--- src/rtl/rxb_pkg.sv ---
package rxb_pkg;
  localparam int unsigned DATA_W = 8;

  typedef struct packed {
    logic [DATA_W-1:0] data;
    logic              bit9;
    logic              ferr;
  } rxb_entry_t;
endpackage

--- src/rtl/rxb_fifo.sv ---
module rxb_fifo
  import rxb_pkg::*;
#(
  parameter int unsigned DEPTH = 2
) (
  input  logic                         clk_i,
  input  logic                         rst_ni,
  input  logic                         flush_i,
  input  logic                         push_i,
  input  rxb_entry_t                   entry_i,
  input  logic                         pop_i,
  output rxb_entry_t                   head_o,
  output logic                         empty_o,
  output logic                         full_o,
  output logic [$clog2(DEPTH+1)-1:0]   count_o
);
  localparam int unsigned PTR_W = (DEPTH > 1) ? $clog2(DEPTH) : 1;
  localparam int unsigned CNT_W = $clog2(DEPTH+1);
  localparam logic [CNT_W-1:0] FULL_CNT = CNT_W'(DEPTH);
  localparam logic [PTR_W-1:0] LAST_PTR = PTR_W'(DEPTH-1);

  rxb_entry_t       mem_q [DEPTH];
  logic [PTR_W-1:0] wr_ptr_q, rd_ptr_q;
  logic [CNT_W-1:0] count_q;

  function automatic logic [PTR_W-1:0] ptr_inc(input logic [PTR_W-1:0] p);
    return (p == LAST_PTR) ? '0 : p + 1'b1;
  endfunction

  always_ff @(posedge clk_i or negedge rst_ni) begin
    if (!rst_ni) begin
      for (int i = 0; i < int'(DEPTH); i++) mem_q[i] <= '0;
    end else if (push_i && !flush_i) begin
      mem_q[wr_ptr_q] <= entry_i;
    end
  end

  always_ff @(posedge clk_i or negedge rst_ni) begin
    if (!rst_ni) begin
      wr_ptr_q <= '0;
      rd_ptr_q <= '0;
      count_q  <= '0;
    end else if (flush_i) begin
      wr_ptr_q <= '0;
      rd_ptr_q <= '0;
      count_q  <= '0;
    end else begin
      if (push_i) wr_ptr_q <= ptr_inc(wr_ptr_q);
      if (pop_i)  rd_ptr_q <= ptr_inc(rd_ptr_q);
      unique case ({push_i, pop_i})
        2'b10:   count_q <= count_q + 1'b1;
        2'b01:   count_q <= count_q - 1'b1;
        default: count_q <= count_q;
      endcase
    end
  end

  assign head_o  = mem_q[rd_ptr_q];
  assign empty_o = (count_q == '0);
  assign full_o  = (count_q == FULL_CNT);
  assign count_o = count_q;

  assert_no_overflow_R1: assert property (@(posedge clk_i) disable iff (!rst_ni)
    count_q <= FULL_CNT);
  assert_flush_empties_R5: assert property (@(posedge clk_i) disable iff (!rst_ni)
    flush_i |=> (count_q == '0));
  assert_push_pop_count_R9: assert property (@(posedge clk_i) disable iff (!rst_ni)
    (push_i && pop_i && !flush_i) |=> $stable(count_q));
endmodule

--- src/rtl/rxb_ctrl.sv ---
module rxb_ctrl
  import rxb_pkg::*;
(
  input  logic       clk_i,
  input  logic       rst_ni,
  input  logic       rx_en_i,
  input  logic       frm_valid_i,
  input  logic       rd_i,
  input  logic       empty_i,
  input  logic       full_i,
  input  rxb_entry_t head_i,
  output logic       push_o,
  output logic       pop_o,
  output logic       flush_o,
  output logic       overrun_o,
  output rxb_entry_t view_o
);
  logic       ovr_q;
  logic       room, ovr_set;
  rxb_entry_t last_q;

  assign flush_o = !rx_en_i;
  assign pop_o   = rx_en_i && rd_i && !empty_i;
  // a same-cycle read frees the slot the incoming word needs
  assign room    = !full_i || pop_o;
  assign push_o  = rx_en_i && frm_valid_i && !ovr_q && room;
  assign ovr_set = rx_en_i && frm_valid_i && !ovr_q && !room;

  always_ff @(posedge clk_i or negedge rst_ni) begin
    if (!rst_ni) begin
      ovr_q  <= 1'b0;
      last_q <= '0;
    end else begin
      if (!rx_en_i)     ovr_q <= 1'b0;
      else if (ovr_set) ovr_q <= 1'b1;
      if (pop_o) last_q <= head_i;
    end
  end

  assign overrun_o = ovr_q;
  assign view_o    = empty_i ? last_q : head_i;

  assert_overrun_set_R3: assert property (@(posedge clk_i) disable iff (!rst_ni)
    (rx_en_i && frm_valid_i && full_i && !rd_i) |=> ovr_q);
  assert_overrun_sticky_R4: assert property (@(posedge clk_i) disable iff (!rst_ni)
    (ovr_q && rx_en_i) |=> ovr_q);
  assert_overrun_clear_R5: assert property (@(posedge clk_i) disable iff (!rst_ni)
    !rx_en_i |=> !ovr_q);
endmodule

--- src/rtl/rx_hold_buf.sv ---
module rx_hold_buf
  import rxb_pkg::*;
#(
  parameter int unsigned DEPTH = 2
) (
  input  logic              clk_i,
  input  logic              rst_ni,
  input  logic              rx_en_i,
  input  logic              frm_valid_i,
  input  logic [DATA_W-1:0] frm_data_i,
  input  logic              frm_bit9_i,
  input  logic              frm_ferr_i,
  input  logic              rd_i,
  input  logic              irq_en_i,
  output logic [DATA_W-1:0] rd_data_o,
  output logic              head_bit9_o,
  output logic              head_ferr_o,
  output logic              rx_avail_o,
  output logic              irq_o,
  output logic              overrun_o
);
  localparam int unsigned CNT_W = $clog2(DEPTH+1);

  rxb_entry_t       in_entry, head, view;
  logic             push, pop, flush, empty, full;
  logic [CNT_W-1:0] count;

  assign in_entry = '{data: frm_data_i, bit9: frm_bit9_i, ferr: frm_ferr_i};

  rxb_fifo #(.DEPTH(DEPTH)) u_fifo (
    .clk_i   (clk_i),
    .rst_ni  (rst_ni),
    .flush_i (flush),
    .push_i  (push),
    .entry_i (in_entry),
    .pop_i   (pop),
    .head_o  (head),
    .empty_o (empty),
    .full_o  (full),
    .count_o (count)
  );

  rxb_ctrl u_ctrl (
    .clk_i       (clk_i),
    .rst_ni      (rst_ni),
    .rx_en_i     (rx_en_i),
    .frm_valid_i (frm_valid_i),
    .rd_i        (rd_i),
    .empty_i     (empty),
    .full_i      (full),
    .head_i      (head),
    .push_o      (push),
    .pop_o       (pop),
    .flush_o     (flush),
    .overrun_o   (overrun_o),
    .view_o      (view)
  );

  assign rd_data_o   = view.data;
  assign head_bit9_o = view.bit9;
  assign head_ferr_o = view.ferr;
  assign rx_avail_o  = !empty;
  assign irq_o       = rx_avail_o && irq_en_i;

  assert_no_store_in_overrun_R4: assert property (@(posedge clk_i) disable iff (!rst_ni)
    (overrun_o && rx_en_i) |=> (count <= $past(count)));
  assert_empty_read_R10: assert property (@(posedge clk_i) disable iff (!rst_ni)
    (rx_en_i && rd_i && !rx_avail_o && !frm_valid_i) |=> (!rx_avail_o && $stable(rd_data_o)));
  assert_irq_gate_R8: assert property (@(posedge clk_i) disable iff (!rst_ni)
    !irq_en_i |-> !irq_o);
  assert_avail_from_store_R7: assert property (@(posedge clk_i) disable iff (!rst_ni)
    $rose(rx_avail_o) |-> $past(frm_valid_i && rx_en_i));
endmodule

--- config.mk ---
export PLATFORM = sky130hd
export DESIGN_NAME = rx_hold_buf
export DESIGN_NICKNAME = d
export VERILOG_FILES = /design/src/rtl/rxb_pkg.sv /design/src/rtl/rxb_fifo.sv /design/src/rtl/rxb_ctrl.sv /design/src/rtl/rx_hold_buf.sv
export SDC_FILE = /design/constraint.sdc
export NUM_CORES = 1
export LEC_CHECK = 0
export BUFFER_PORTS_ARGS = -buffer_cell sky130_fd_sc_hd__buf_2
export CORE_MARGIN = 1
export CORE_UTILIZATION = 50
export CTS_CLUSTER_DIAMETER = 60
export DETAILED_ROUTE_END_ITERATION = 10
export PLACE_DENSITY_LB_ADDON = 0.3
export SLEW_MARGIN = 20
export SYNTH_ARGS = -nofsm -noshare
export SYNTH_HDL_FRONTEND = slang
export SYNTH_SLANG_ARGS = --single-unit
--- constraint.sdc ---
create_clock -name clk_i -period 3.5 [get_ports clk_i]
set_input_delay 0.525 -clock clk_i [delete_from_list [all_inputs] [get_ports clk_i]]
set_output_delay 0.525 -clock clk_i [all_outputs]
set_load 0.05 [all_outputs]
==> flow_metrics.env, run 1 <==
export IMPL_gp_congestion=0.775
export IMPL_rr_startpoint="u_ctrl.overrun_o$_DFFE_PN0P_"
export IMPL_cts_setup_buffers=0
export IMPL_crit_fanout=23
export IMPL_synthFlopType="dfrtp_1"
export IMPL_synth_mux_area_frac=0.231
export IMPL_fin_crit_ns=2.31
export IMPL_antennaDiodeCount=0
export IMPL_grt_total_usage=0.187
export IMPL_antenna_left=0
export IMPL_path_class="register to output port"
export IMPL_ys_warn_count=0
export IMPL_tns_ns=0
export IMPL_layout_area_overhead_vs_synth_pct=13.9
export IMPL_postCtsHoldBufs=0
export IMPL_cp_end_kind="output port"
export IMPL_clockBufferDepth=2
export IMPL_hold_path_class="input port to async pin"
export IMPL_synthSimpleGateAreaFrac=0.106
export IMPL_synthAdderAreaFrac=0
export IMPL_start_kind="register"
export IMPL_synth_nets=157
export IMPL_max_vdd_ir_drop_mv=0.352
export IMPL_yosysMostFrequentCell="dfrtp_1"
export IMPL_synth_top_area_share=0.533
export IMPL_critical_path_required_ns=2.97
export IMPL_synthArstFlopShare=1.00
export IMPL_synth_largest_area_cell="dfrtp_1"
export IMPL_grt_pass1_wl_um=4750
export IMPL_cts_resized=0
export IMPL_start_util=0.534
export IMPL_post_route_period_util=0.660
export IMPL_power_leakage_uw=0.000882
export IMPL_die_x_um=59.3
export IMPL_crit_start="u_fifo.count_o[0]$_DFFE_PN0P_"
export IMPL_cts_clk_slew_worst_paths_ns=0.10
export IMPL_clock_latency_ns=0.33
export IMPL_fillerInstances=252
export IMPL_drv_slew=0
export IMPL_drt_iter0_drc=39
export IMPL_synthDistinctLibCells=26
export IMPL_drt_total_wl_um=2830
export IMPL_grt_max_degree=36
export IMPL_clock_root_buffer="clkbuf_4"
export IMPL_drv_cap=0
export IMPL_core_area_um2=3080
export IMPL_netlist_top_cells_area="dfrtp_1 (53%), mux2_4 (8.2%), mux2_2 (7.5%)"
export IMPL_synthXorXnorAreaFrac=0.00533
export IMPL_ys_top_cells_by_count="dfrtp_1 (35), nand2_1 (13), a21oi_1 (12), mux2i_1 (12), o21ai_0 (12)"
export IMPL_skew_ns=0.00535
export IMPL_numPortBuffers=28
export IMPL_syn_area_um2=1640
export IMPL_fmax_ghz=0.433
export IMPL_yosysSeqAreaShare=0.533
export IMPL_route_detailed_drc=0
export IMPL_finalHoldViolCount=0
export IMPL_hpwl_um=1960
export IMPL_drtPass1Iterations=4
export IMPL_synth_edf_count=0
export IMPL_relSlewSlack=0.490
export IMPL_fp_row_count=20
export IMPL_vias=1114
export IMPL_rsz0062_at_grt="false"
export IMPL_run_status="finished, final reports clean"
export IMPL_syn_area_per_cell_um2=11.7
export IMPL_die_h_um=59.3
export IMPL_ys_ff_latch=35
export IMPL_grt_pass1_vias=1055
export IMPL_post_drt_wl_per_cell_um=13.3
export IMPL_gr_total_overflow=0
export IMPL_cts_inserted_buffers=5
export IMPL_worstPathArrival_ns=1.79
export IMPL_drive_gt1_frac=0.355
export IMPL_finalPower_uw=1260
export IMPL_synth_compound_gate_area_share=0.0967
export IMPL_pin_count=29
export IMPL_cts_max_level=2
export IMPL_clkSinkCount=35
export IMPL_power_density_nw_per_um2=673
export IMPL_dieArea_um2=3520
export IMPL_antenna_found_initial=0
export IMPL_nNetsFinal=184
export IMPL_setup_violations_final=0
export IMPL_multi_input_area_um2=721
export IMPL_cts_tree="yes"
export IMPL_synth_top_family_by_area="multiplexers"
export IMPL_vias_per_cell=5.23
export IMPL_worst_pin_slew_ns=0.765
export IMPL_seq_area_um2=876
export IMPL_netlist_instances=141
[area by class of cell]
| class | instances | area share |
|---|---|---|
| flip-flops and latches | 35 | 0.468 |
| clock buffers | 8 | 0.0368 |
| inverters | 1 | 0.00201 |
| multi-input cells | 96 | 0.385 |
| well taps | 44 | 0.0294 |
| repair buffers | 29 | 0.0789 |
[layer usage]
metal	wire [um]	part of all wire	track usage	up-vias
met3	121	0.043	0.0459	6
met4	46	0.016	0.0918	0
met2	1370	0.48	0.287	33
met1	1290	0.46	0.246	528
met5	0	0	0	-
li1	-	-	-	547
[cells in the final DEF, fill, tap and decap left out, drive strengths merged]
cell,instances
mux2i,12
a21oi,12
xnor2,1
mux2,20
clkbuf,8
and2b,1
o31ai,1
o211ai,2
nand2,13
nand2b,2
and2,2
inv,1
or4b,1
nor2,10
nor3,1
o21ai,12
buf,29
or2,1
dfrtp,35
a211oi,1
nor3b,1
nor2b,2
o2bb2ai,1
[sequential cells by signal (all words and copies together) (netlist names)]
name              flops
u_ctrl.last_q        10
u_fifo.rd_ptr_q       1
u_fifo.mem_q         20
u_fifo.wr_ptr_q       1
u_fifo.count_o        2
u_ctrl.overrun_o      1
[path summary, 6_finish.rpt]
path / end / slack, ns / cells after the start
setup / recovery: rd_data_o[4] / 1.19 / 3
hold / removal: u_fifo.mem_q[16]$_DFFE_PN0P_ / 0.26 / 1
setup reg to reg: u_fifo.mem_q[5]$_DFFE_PN0P_ / 1.66 / 3
hold reg to reg: u_ctrl.last_q[5]$_DFFE_PN0P_ / 0.49 / 2
max in group asynchronous: u_fifo.mem_q[10]$_DFFE_PN0P_ / 2.75 / 1
min in group clk_i: u_fifo.count_o[1]$_DFFE_PN0P_ / 0.43 / 2
[where the power goes]
group / leakage, uW / switching (uW) / internal [uW] / total, uW
sequential: 0.000431 / 64.0 / 511 / 575
clock: 0.0000386 / 128 / 118 / 247
combinational: 0.000412 / 282 / 156 / 438
total: 0.000882 / 474 / 785 / 1260
[kinds of logic (layout without fill, tap and decap cells)]
logic type | Yosys count | count (layout)
AND/OR/NAND/NOR | 34 | 34
XOR/XNOR | 1 | 1
AO/OA/AOI/OAI | 29 | 29
buffers and inverters | 10 | 38
multiplexers | 32 | 32
flip-flops | 35 | 35
[worst max-delay path, cell delays in order (launching register included)]
cell and delay, ns:
dfrtp_1 0.47, or2_2 0.51, a21oi_1 0.19, buf_2 0.28
[per-stage QoR]
stage	cell area [um^2]	hold WS (ns)	util	setup WS [ns]	std cells
after floorplan	1640	0.229	-	0.839	141
after global placement	1800	0.462	0.586	1.54	205
after detailed placement	1800	0.476	0.586	1.47	205
after CTS	1870	0.271	0.608	1.17	213
after global routing	1870	0.311	0.608	1.06	213
final	1870	0.255	0.608	1.19	213
Note: power is estimated with default switching activity, not from simulation.
==> run 2, diff against run 1 <==
CORE_UTILIZATION = 49   (was 50)
clock period = 2 ns   (was 3.5 ns; I/O delays follow)
==> flow_metrics.env, run 2 (synthesis gave the netlist of run 1 again) <==
export IMPL_internal_power_uw=1530
export IMPL_post_route_period_util=0.961
export IMPL_die_x_um=59.9
export IMPL_post_drt_wl_per_cell_um=14.8
export IMPL_layout_area_overhead_vs_synth_pct=25.4
export IMPL_dpl_cell_area_um2=1960
export IMPL_core_area_um2=3130
export IMPL_grt_max_degree=36
export IMPL_worstPathArrival_ns=1.62
export IMPL_vias_per_cell=5.34
export IMPL_setup_violations_final=0
export IMPL_layoutNonFillerInstCount=221
export IMPL_path_class="register to output port"
export IMPL_clock_root_buffer="clkbuf_4"
export IMPL_grt_total_usage=0.219
export IMPL_drt_total_wl_um=3270
export IMPL_power_density_nw_per_um2=1200
export IMPL_hold_path_class="input port to async pin"
export IMPL_antennaDiodeCount=0
export IMPL_crit_start="u_fifo.count_o[1]$_DFFE_PN0P_"
export IMPL_drv_slew=0
export IMPL_cts_inserted_buffers=5
export IMPL_gp_congestion=0.728
export IMPL_cts_max_level=2
export IMPL_p_sw_frac=0.382
export IMPL_drv_cap=0
export IMPL_postLayoutCellArea_um2=2060
export IMPL_fillerInstances=260
export IMPL_die_h_um=59.9
export IMPL_cts_tree="yes"
export IMPL_top_usage_layer="met2"
export IMPL_layout_common_cells="dfrtp_1 (34), buf_2 (28), nand2_1 (13)"
export IMPL_p_comb_frac=0.379
export IMPL_finalHoldViolCount=0
export IMPL_placed_cells=212
export IMPL_gr_total_overflow=0
export IMPL_hpwl_um=2170
export IMPL_dieArea_um2=3590
export IMPL_nNetsFinal=192
export IMPL_largest_reg_flops=20
export IMPL_tns_ns=0
export IMPL_drive_gt1_frac=0.458
export IMPL_fmax_ghz=0.520
export IMPL_crit_fanout=11
export IMPL_critical_path_required_ns=1.70
export IMPL_route_detailed_drc=0
export IMPL_use_met3=0.0649
export IMPL_antenna_found_initial=0
export IMPL_top_register="u_fifo.mem_q"
export IMPL_pin_count=29
export IMPL_power_leakage_uw=0.000945
export IMPL_clockBufferDepth=2
export IMPL_use_met2=0.344
export IMPL_numPortBuffers=28
export IMPL_cp_end_kind="output port"
export IMPL_rsz0062_at_grt="false"
export IMPL_start_kind="register"
export IMPL_start_util=0.526
export IMPL_run_status="finished, final reports clean"
export IMPL_clock_latency_ns=0.35
export IMPL_rr_endpoint="u_fifo.mem_q[14]$_DFFE_PN0P_"
export IMPL_skew_ns=0.0125
export IMPL_max_vdd_ir_drop_mv=0.701
export IMPL_relSlewSlack=0.491
export IMPL_r2r_slack_ns=0.20
export IMPL_vias=1181
export IMPL_fp_row_count=20
export IMPL_finalPower_uw=2470
export IMPL_worst_pin_slew_ns=0.764
export IMPL_rr_startpoint="u_fifo.count_o[1]$_DFFE_PN0P_"
export IMPL_antenna_left=0
export IMPL_fin_util=0.659
export IMPL_grt_pass1_vias=1167
export IMPL_final_common_cell="dfrtp_1"
export IMPL_reg2reg_depth=3
export IMPL_drtPass1Iterations=4
export IMPL_grt_pass1_wl_um=5530
export IMPL_use_met1=0.287
export IMPL_drt_iter0_drc=65
export IMPL_p_seq_frac=0.405
export IMPL_switching_power_uw=946
export IMPL_clkSinkCount=35
export IMPL_fin_crit_ns=1.92
export IMPL_p_clk_frac=0.217
export IMPL_cts_clk_slew_worst_paths_ns=0.11
-- run 2: cell types whose count changed in the layout (fill, tap and decap cells not counted), sizes merged --
| cell | before | now |
|---|---|---|
| buf | 29 | 36 |
| bufinv | 0 | 1 |
| clkbuf | 8 | 6 |
| or2 | 1 | 2 |
| clkinv | 0 | 1 |
-- run 2: power groups by stage --
| stage | clock, uW | combinational (uW) | sequential (uW) |
|---|---|---|---|
| after floorplan | 0 | 765 | 982 |
| after global placement | 0 | 915 | 996 |
| after detailed placement | 0 | 936 | 1010 |
| after CTS | 552 | 946 | 1000 |
| after global routing | 587 | 1010 | 1030 |
| final | 536 | 937 | 1000 |
-- run 2: critical path, cell delays in order (launching register included) --
cell     delay [ns]
dfrtp_2        0.47
or2_4          0.37
a21oi_4        0.17
buf_2          0.27
-- run 2: worst max path at each step --
stage | end | cells after the start
2_1_floorplan | u_fifo.mem_q[10]$_DFFE_PN0P_ | 5
3_3_place_gp | rd_data_o[7] | 4
3_5_place_dp | rd_data_o[7] | 4
4_1_cts | head_bit9_o | 3
5_1_grt | head_bit9_o | 3
6_report | head_bit9_o | 3
-- run 2: layout make-up --
cell class / count / area, um^2 / area share
Clock inverter: 2 / 35.0 / 0.0170
Timing Repair Buffer: 36 / 200 / 0.0971
Sequential cell: 35 / 877 / 0.425
Multi-Input combinational cell: 97 / 840 / 0.407
Tap cell: 44 / 55.1 / 0.0267
Inverter: 1 / 3.75 / 0.00182
Clock buffer: 6 / 51.3 / 0.0249
-- run 2: through the flow --
| stage | setup WS [ns] | hold WS (ns) |
|---|---|---|
| 6_report | 0.0777 | 0.0103 |
| 2_1_floorplan | 0.00642 | 0.00441 |
| 4_1_cts | 0.0234 | 0.0333 |
| 3_3_place_gp | 0.127 | 0.409 |
| 3_5_place_dp | 0.0737 | 0.421 |
| 5_1_grt | 0.0169 | 0.0794 |
-- run 2: repair_timing --
| action | CTS | global route |
|---|---|---|
| hold buffers | 0 | 0 |
| gates cloned | 1 | 0 |
| resized for setup | 2 | 2 |
| setup endpoints to repair | 12 | 10 |
| pin swaps | 1 | 1 |
| setup buffers | 0 | 0 |
-- run 2: layer usage --
metal / vias up / wire length, um
met4: 0 / 45
met2: 26 / 1580
li1: 564 / -
met1: 586 / 1510
met5: - / 0
met3: 5 / 137
==> run 3, diff against run 2 <==
CELL_PAD_IN_SITES_DETAIL_PLACEMENT = 1   (was default)
CELL_PAD_IN_SITES_GLOBAL_PLACEMENT = 1   (was default)
CORE_UTILIZATION = 39   (was 49)
==> flow_metrics.env, run 3 (synthesis gave the netlist of run 1 again) <==
export IMPL_run_status="finished, final reports clean"
export IMPL_placed_cells=216
export IMPL_layout_area_overhead_vs_synth_pct=25.1
export IMPL_drt_total_wl_um=3890
export IMPL_fillerInstances=451
export IMPL_drv_slew=0
export IMPL_fin_util=0.511
export IMPL_drt_iter0_drc=19
export IMPL_grt_pass1_wl_um=6380
export IMPL_vias_per_cell=5.24
export IMPL_clock_latency_ns=0.29
export IMPL_pre_cts_slack_ns=0.0000856
export IMPL_cp_end_kind="output port"
export IMPL_die_h_um=66.9
export IMPL_clkSinkCount=35
export IMPL_antenna_found_initial=0
export IMPL_rsz0062_at_grt="true"
export IMPL_start_kind="register"
export IMPL_antennaDiodeCount=0
export IMPL_fp_row_count=23
export IMPL_vias=1180
export IMPL_power_leakage_uw=0.000932
export IMPL_drtPass1Iterations=4
export IMPL_gp_congestion=0.723
export IMPL_numPortBuffers=28
export IMPL_post_route_period_util=0.980
export IMPL_crit_fanout=8
export IMPL_relSlewSlack=0.473
export IMPL_post_drt_wl_per_cell_um=17.3
export IMPL_drv_cap=0
export IMPL_route_detailed_drc=0
export IMPL_grt_pass1_vias=1260
export IMPL_reg2reg_depth=3
export IMPL_nNetsFinal=190
export IMPL_critical_path_required_ns=1.70
export IMPL_fin_ws_ns=0.0394
export IMPL_skew_ns=0.00310
export IMPL_core_area_um2=4030
export IMPL_path_class="register to output port"
export IMPL_postLayoutCellArea_um2=2060
export IMPL_cts_clk_slew_worst_paths_ns=0.07
export IMPL_top_register="u_fifo.mem_q"
export IMPL_rr_endpoint="u_fifo.mem_q[15]$_DFFE_PN0P_"
export IMPL_die_x_um=66.9
export IMPL_cts_tree="yes"
export IMPL_drive_gt1_frac=0.446
export IMPL_dieArea_um2=4480
export IMPL_grt_total_usage=0.206
export IMPL_pin_count=29
export IMPL_power_density_nw_per_um2=1200
export IMPL_clock_root_buffer="clkbuf_8"
export IMPL_finalHoldViolCount=0
export IMPL_layoutNonFillerInstCount=225
export IMPL_max_vdd_ir_drop_mv=0.644
export IMPL_start_util=0.408
export IMPL_gr_total_overflow=0
export IMPL_fmax_ghz=0.510
export IMPL_layout_common_cells="dfrtp_1 (35), buf_2 (28), nand2_1 (13)"
export IMPL_hpwl_um=2670
export IMPL_cts_max_level=2
export IMPL_setup_violations_final=0
export IMPL_worst_pin_slew_ns=0.790
export IMPL_worstPathArrival_ns=1.66
export IMPL_fin_crit_ns=1.96
export IMPL_cts_inserted_buffers=5
export IMPL_largest_reg_flops=20
export IMPL_grt_max_degree=36
export IMPL_final_common_cell="dfrtp_1"
export IMPL_antenna_left=0
export IMPL_r2r_slack_ns=0.18
export IMPL_dpl_cell_area_um2=1950
export IMPL_finalPower_uw=2470
export IMPL_hold_path_class="input port to async pin"
export IMPL_rr_startpoint="u_fifo.count_o[1]$_DFFE_PN0P_"
export IMPL_clockBufferDepth=2
==> run 3: per-layer routing <==
layer	routed length [um]	vias up	track usage
met5	0	-	0
met4	47	0	0.0718
met3	174	4	0.0719
met2	1980	26	0.326
met1	1690	594	0.258
li1	-	556	-
==> run 3: area by class of cell <==
| type | count | area (um^2) | share of cell area |
|---|---|---|---|
| inverter | 1 | 3.75 | 0.00182 |
| tap | 50 | 62.6 | 0.0304 |
| clock inverter | 2 | 12.5 | 0.00608 |
| timing repair buffer | 34 | 185 | 0.0900 |
| clock buffer | 6 | 72.6 | 0.0353 |
| multi-input combinational | 97 | 845 | 0.411 |
| sequential | 35 | 876 | 0.426 |
==> run 3: metrics by stage <==
step / TNS (ns) / hold WS, ns
after global routing: -0.199 / 0.134
after detailed placement: 0 / 0.431
after floorplan: 0 / 0.00441
final: 0 / 0.0903
after global placement: 0 / 0.425
after CTS: 0 / 0.118
==> run 3: critical path: stages, from the launching register on <==
cell and delay [ns]:
dfrtp_1 0.44, buf_4 0.25, mux2i_1 0.37, a21oi_4 0.08, buf_2 0.22
==> run 3: report_power, final <==
| group | total, uW | switching [uW] | internal [uW] | leakage [uW] |
|---|---|---|---|---|
| logic | 953 | 613 | 339 | 0.000459 |
| clock network | 509 | 266 | 243 | 0.0000412 |
| registers | 1010 | 111 | 896 | 0.000431 |
| total | 2470 | 991 | 1480 | 0.000932 |
==> run 3: worst max-delay path by stage <==
stage | start | to | slack, ns
floorplan | u_ctrl.overrun_o$_DFFE_PN0P_ | u_fifo.mem_q[10]$_DFFE_PN0P_ | 0.006
global placement | u_fifo.count_o[1]$_DFFE_PN0P_ | rd_data_o[6] | 0.11
detailed placement | u_fifo.count_o[1]$_DFFE_PN0P_ | rd_data_o[1] | 0.00009
CTS | u_fifo.rd_ptr_q$_DFFE_PN0P_ | head_ferr_o | 0.02
global route | u_fifo.rd_ptr_q$_DFFE_PN0P_ | rd_data_o[3] | -0.05
finish | u_fifo.rd_ptr_q$_DFFE_PN0P_ | rd_data_o[3] | 0.04
==> run 3: timing repair <==
action | 4_1_cts | 5_1_grt
hold buffers | 0 | 0
cloned | 1 | 0
pin swaps | 1 | 0
setup endpoints to repair | 12 | 8
buffers inserted | 0 | 0
resized for setup | 2 | 2
